### src/rtl/flow_pkg.sv
package flow_pkg;
    localparam int unsigned CHAR_W  = 8;
    localparam int unsigned N_PAT   = 4;
    localparam int unsigned P_STOP1 = 0;
    localparam int unsigned P_STOP2 = 1;
    localparam int unsigned P_GO1   = 2;
    localparam int unsigned P_GO2   = 3;
endpackage

### src/rtl/flow_cmp.sv
module flow_cmp #(
    parameter int unsigned W = flow_pkg::CHAR_W,
    parameter int unsigned N = flow_pkg::N_PAT
) (
    input  logic [W-1:0]        ch,
    input  logic [N-1:0][W-1:0] pat,
    output logic [N-1:0]        hit
);
    for (genvar i = 0; i < N; i++) begin : g_cmp
        assign hit[i] = (ch == pat[i]);
    end
endmodule

### src/rtl/rx_flow_watch.sv
module rx_flow_watch #(
    parameter int unsigned W = flow_pkg::CHAR_W
) (
    input  logic         clk,
    input  logic         rst,
    input  logic         rx_valid,
    input  logic [W-1:0] rx_char,
    input  logic         cfg_enable,
    input  logic         cfg_pair,
    input  logic         cfg_any_resume,
    input  logic         cfg_special_en,
    input  logic         cfg_irq_en,
    input  logic [W-1:0] cfg_stop1,
    input  logic [W-1:0] cfg_stop2,
    input  logic [W-1:0] cfg_go1,
    input  logic [W-1:0] cfg_go2,
    input  logic         status_rd,
    input  logic         tx_at_boundary,
    output logic         tx_halt,
    output logic         flow_irq,
    output logic         irq_n,
    output logic         push_a_vld,
    output logic [W-1:0] push_a_data,
    output logic         push_b_vld,
    output logic [W-1:0] push_b_data
);
    import flow_pkg::*;

    typedef struct packed {
        logic         stopped;
        logic         part;
        logic [W-1:0] hold;
        logic         halt;
        logic         irq_stop;
        logic         irq_spec;
        logic         pa_v;
        logic [W-1:0] pa_d;
        logic         pb_v;
        logic [W-1:0] pb_d;
    } st_t;

    st_t st_q, st_d;

    logic [N_PAT-1:0][W-1:0] pat;
    logic [N_PAT-1:0]        hit;

    assign pat[P_STOP1] = cfg_stop1;
    assign pat[P_STOP2] = cfg_stop2;
    assign pat[P_GO1]   = cfg_go1;
    assign pat[P_GO2]   = cfg_go2;

    flow_cmp #(.W(W), .N(N_PAT)) u_cmp (
        .ch  (rx_char),
        .pat (pat),
        .hit (hit)
    );

    logic first_hit, second_hit;
    assign first_hit  = st_q.stopped ? hit[P_GO1] : hit[P_STOP1];
    assign second_hit = st_q.stopped ? hit[P_GO2] : hit[P_STOP2];

    always_comb begin
        logic fresh;
        logic complete;
        st_d      = st_q;
        st_d.pa_v = 1'b0;
        st_d.pb_v = 1'b0;
        fresh     = 1'b0;
        complete  = 1'b0;
        if (!cfg_enable) begin
            st_d.pa_v     = st_q.part;
            st_d.pa_d     = st_q.hold;
            st_d.pb_v     = rx_valid;
            st_d.pb_d     = rx_char;
            st_d.part     = 1'b0;
            st_d.stopped  = 1'b0;
            st_d.irq_stop = 1'b0;
            st_d.irq_spec = 1'b0;
            st_d.halt     = 1'b0;
        end else begin
            if (status_rd) st_d.irq_spec = 1'b0;
            if (rx_valid) begin
                fresh = 1'b1;
                if (st_q.part) begin
                    st_d.part = 1'b0;
                    if (second_hit) begin
                        complete = 1'b1;
                        fresh    = 1'b0;
                    end else begin
                        st_d.pa_v = 1'b1;
                        st_d.pa_d = st_q.hold;
                    end
                end else if (st_q.stopped && cfg_any_resume) begin
                    fresh         = 1'b0;
                    st_d.stopped  = 1'b0;
                    st_d.irq_stop = 1'b0;
                    st_d.irq_spec = 1'b0;
                    st_d.pb_v     = !hit[P_GO1];
                    st_d.pb_d     = rx_char;
                end
                if (fresh) begin
                    if (first_hit && cfg_pair) begin
                        st_d.part = 1'b1;
                        st_d.hold = rx_char;
                    end else if (first_hit) begin
                        complete = 1'b1;
                    end else begin
                        st_d.pb_v = 1'b1;
                        st_d.pb_d = rx_char;
                        if (cfg_special_en && hit[P_STOP2] && cfg_irq_en)
                            st_d.irq_spec = 1'b1;
                    end
                end
                if (complete) begin
                    if (!st_q.stopped) begin
                        st_d.stopped = 1'b1;
                        if (cfg_irq_en) st_d.irq_stop = 1'b1;
                    end else begin
                        st_d.stopped  = 1'b0;
                        st_d.irq_stop = 1'b0;
                        st_d.irq_spec = 1'b0;
                    end
                end
            end
            st_d.halt = st_d.stopped && (st_q.halt || tx_at_boundary);
        end
    end

    always_ff @(posedge clk) begin
        if (rst) st_q <= '0;
        else     st_q <= st_d;
    end

    assign tx_halt     = st_q.halt;
    assign flow_irq    = st_q.irq_stop | st_q.irq_spec;
    assign irq_n       = ~flow_irq;
    assign push_a_vld  = st_q.pa_v;
    assign push_a_data = st_q.pa_d;
    assign push_b_vld  = st_q.pb_v;
    assign push_b_data = st_q.pb_d;

    AST_HALT_ONLY_STOPPED: assert property (@(posedge clk) disable iff (rst)
        tx_halt |-> st_q.stopped);
    AST_HALT_AT_BOUNDARY: assert property (@(posedge clk) disable iff (rst)
        $rose(tx_halt) |-> $past(tx_at_boundary));
    AST_DISABLE_CLEARS: assert property (@(posedge clk) disable iff (rst)
        !cfg_enable |=> (!tx_halt && !flow_irq && !st_q.part));
    AST_IRQ_GATED: assert property (@(posedge clk) disable iff (rst)
        $rose(flow_irq) |-> $past(cfg_irq_en));
    AST_LANE_B_FROM_CHAR: assert property (@(posedge clk) disable iff (rst)
        push_b_vld |-> $past(rx_valid));
    AST_READ_KEEPS_STOP_IRQ: assert property (@(posedge clk) disable iff (rst)
        (st_q.irq_stop && status_rd && cfg_enable && !rx_valid) |=> st_q.irq_stop);
endmodule

### config.mk
export PLATFORM = sky130hd
export DESIGN_NAME = rx_flow_watch
export DESIGN_NICKNAME = d
export VERILOG_FILES = /design/src/rtl/flow_pkg.sv /design/src/rtl/flow_cmp.sv /design/src/rtl/rx_flow_watch.sv
export SDC_FILE = /design/constraint.sdc
export NUM_CORES = 1
export LEC_CHECK = 0
export CORE_ASPECT_RATIO = 1.2
export CORE_MARGIN = 4
export CORE_UTILIZATION = 38
export CTS_CLUSTER_SIZE = 20
export DETAILED_ROUTE_END_ITERATION = 6
export DONT_BUFFER_PORTS = 1
export PLACE_DENSITY = 0.49
export SYNTH_ARGS = -nofsm -noshare
export SYNTH_HDL_FRONTEND = slang
export SYNTH_SLANG_ARGS = --single-unit
### constraint.sdc
create_clock -name clk -period 3 [get_ports clk]
set_input_delay 0.45 -clock clk [delete_from_list [all_inputs] [get_ports clk]]
set_output_delay 0.45 -clock clk [all_outputs]
set_load 0.01 [all_outputs]
==> impl_metrics.toml <==
[outcome]
outcome = "finished clean"

[sta]
final-max-slew-violation-count = 0
period_needed_ps = 2000
post-route-period-util = 0.666
hold_viol = 0
worstMarginPinSlew_ps = 585
fmax_mhz = 501
fin_worst_skew_ps = 6.29
relSlewSlack = 0.610
setup_ws_ps = 1000
rsz0062_at_grt = "false"
finalSetupViolCount = 0
finalSetupTns_ps = 0

[die]
dieWidth_um = 73.4
initial_core_util = 0.394
die_area_mm2 = 0.00634
die_h_um = 86.4
row_count = 28
fp.coreArea_mm2 = 0.00494
num_io_pins = 71

[cts]
numCtsBuffers = 5
htree_levels = 2
cts.sinks = 31
post_cts_buffers = 0
cts_max_path_buffers = 2
clk_pin_slew_ps = 70
cts-root-buf = "clkbuf_8"
insertion_delay_ps = 280
holdBufCountCts = 0
ctsResizeCount = 0
cts_tree = "yes"

[worst_setup_path]
path_cells = "nand2_1 > nor3_2 > a21oi_4 > o211a_2 > or4_1 > o21ai_1"
reg2reg_slack_ps = 1000
critical_path.slowest_cell = "dfxtp_1"
r2r_cells = 6
crit_fanout = 11
criticalPathCategory = "flop to flop"
end_kind = "flop"
cp_num_buf_inv = 0
worst-endpoint-required_ps = 3220
r2r-end = "st_q[19]"
slowest_delay_ps = 560
crit_family = "simple AND/OR/NAND/NOR gates"
r2r-start = "st_q[30]"
cp-start-kind = "flop"
critPathArrivalTime_ps = 2210

[placed_design]
io_buffer_count = 0
place_area_mm2 = 0.00181
routabilityCongestion = 0.852
dp_cells = 240
post-place-ws_ps = 837
dp_hpwl_mm = 3.39

[routing]
drtIter0Drc = 53
drt_first_pass_iters = 4
final_antenna_net_count = 0
routed_wl_mm = 4.36
route.detailed.drc = 0
avgViaCountPerCell = 5.18
vias = 1284
avgRoutedWirePerCell_um = 17.6

[global_routing]
grtUsageTotal = 0.145
grt_max_degree = 37
grt_pass1_vias = 1353
grt_pass1_wl_mm = 6.97
antenna_found_initial = 0
grt-ovfl-total = 0

[layout]
area_growth_pct = -1.73
final_common_cell = "dfxtp_1"
fin_cells = 248
drive_gt1_frac = 0.106
fin_nets = 237
n_antenna_cell = 0
final_cell_mix = "dfxtp_1, mux2i_1, nor2_1"
fill_cells = 499
final_area_mm2 = 0.00191

[synthesis]
synthTopCellsByArea = "dfxtp_1, mux2i_1, xor2_1"
ys_seq_elements = 31
syn-num-nets = 260
synth.largest_area_cell = "dfxtp_1"
synth_cell_types = 42
ys_seq_area_frac = 0.319
async_flop_share = 0
synth_top_area_frac = 0.319
syn_area_mm2 = 0.00195
synth-edff-count = 0
yosysWarnings = 0
syn_area_per_cell_um2 = 9.28
synth-main-ff-cell = "dfxtp_1"
synthCells = 210

[power]
peakVddDrop_v = 0.000182
leakage_nw = 0.714
power_density_mw_per_mm2 = 457
total_power_w = 0.000875

[min_path]
hp-class = "primary input to flop"
holdPathStages = 1
hp-start = "rst"
min_to = "push_a_data[6]"

[run]
max-cap-violations = 0
==> metal layers <==
metal	vias up	routed length, um	GRT usage
met4	0	66	0.0511
li1	635	-	-
met3	8	388	0.0673
met5	-	0	0
met2	59	2070	0.233
met1	582	1840	0.168
==> through the flow <==
step	hold WS, ps	util
finish	235	0.388
detailed placement	458	0.367
floorplan	434	-
CTS	222	0.388
global route	219	0.388
global placement	449	0.367
==> flip-flops by register name, summed over array words and instances, names as in the netlist <==
name / cells
st_q: 12
push_b_vld: 1
push_a_data: 8
push_a_vld: 1
push_b_data: 8
tx_halt: 1
==> kinds of logic (layout without fill, tap and decap cells) <==
kind of cell,count (synthesis),after routing,share of synthesized area
compound gates,13,13,0.0610
xor+xnor,32,32,0.144
buf+inv,33,11,0.113
flops,31,31,0.319
mux,25,25,0.128
simple gates,76,76,0.235
==> area by class of cell <==
| cell class | count | area, um2 | area share |
|---|---|---|---|
| Clock buffer | 8 | 100 | 0.0523 |
| Sequential cell | 31 | 621 | 0.324 |
| Multi-Input combinational cell | 146 | 1110 | 0.578 |
| Tap cell | 60 | 75.1 | 0.0392 |
| Inverter | 3 | 11.3 | 0.00588 |
==> report_power, final <==
group | leakage [nW] | internal, W | total (W) | switching, W
clock network | 0.0515 | 0.000209 | 0.000359 | 0.000150
logic | 0.411 | 0.0000468 | 0.0000869 | 0.0000401
registers | 0.252 | 0.000420 | 0.000429 | 0.00000921
total | 0.714 | 0.000675 | 0.000875 | 0.000200
==> how the worst max path moves through the flow <==
stage / startpoint / end / slack, ps / depth (start not counted)
4_1_cts: st_q[30] / st_q[19] / 1020 / 6
3_5_place_dp: rx_char[6] / push_b_data[3] / 840 / 6
5_1_grt: st_q[30] / st_q[19] / 910 / 6
6_report: st_q[30] / st_q[19] / 1000 / 6
3_3_place_gp: rx_char[6] / st_q[19] / 880 / 6
2_1_floorplan: rx_char[4] / push_b_data[1] / 930 / 8
==> cells in the mapped netlist, types with 2 or more instances <==
library cell / instances
nor2_1: 21
buf_2: 5
a211oi_1: 2
xor2_1: 19
xnor2_1: 13
nand2_1: 7
nor2b_1: 2
nand4_1: 3
buf_6: 4
clkbuf_1: 5
inv_1: 3
nor3_2: 2
dfxtp_1: 31
buf_4: 16
nand2b_1: 16
a21oi_1: 2
nor3_1: 3
nand3_1: 8
mux2i_1: 25
Power figures use the tool's default switching activity.
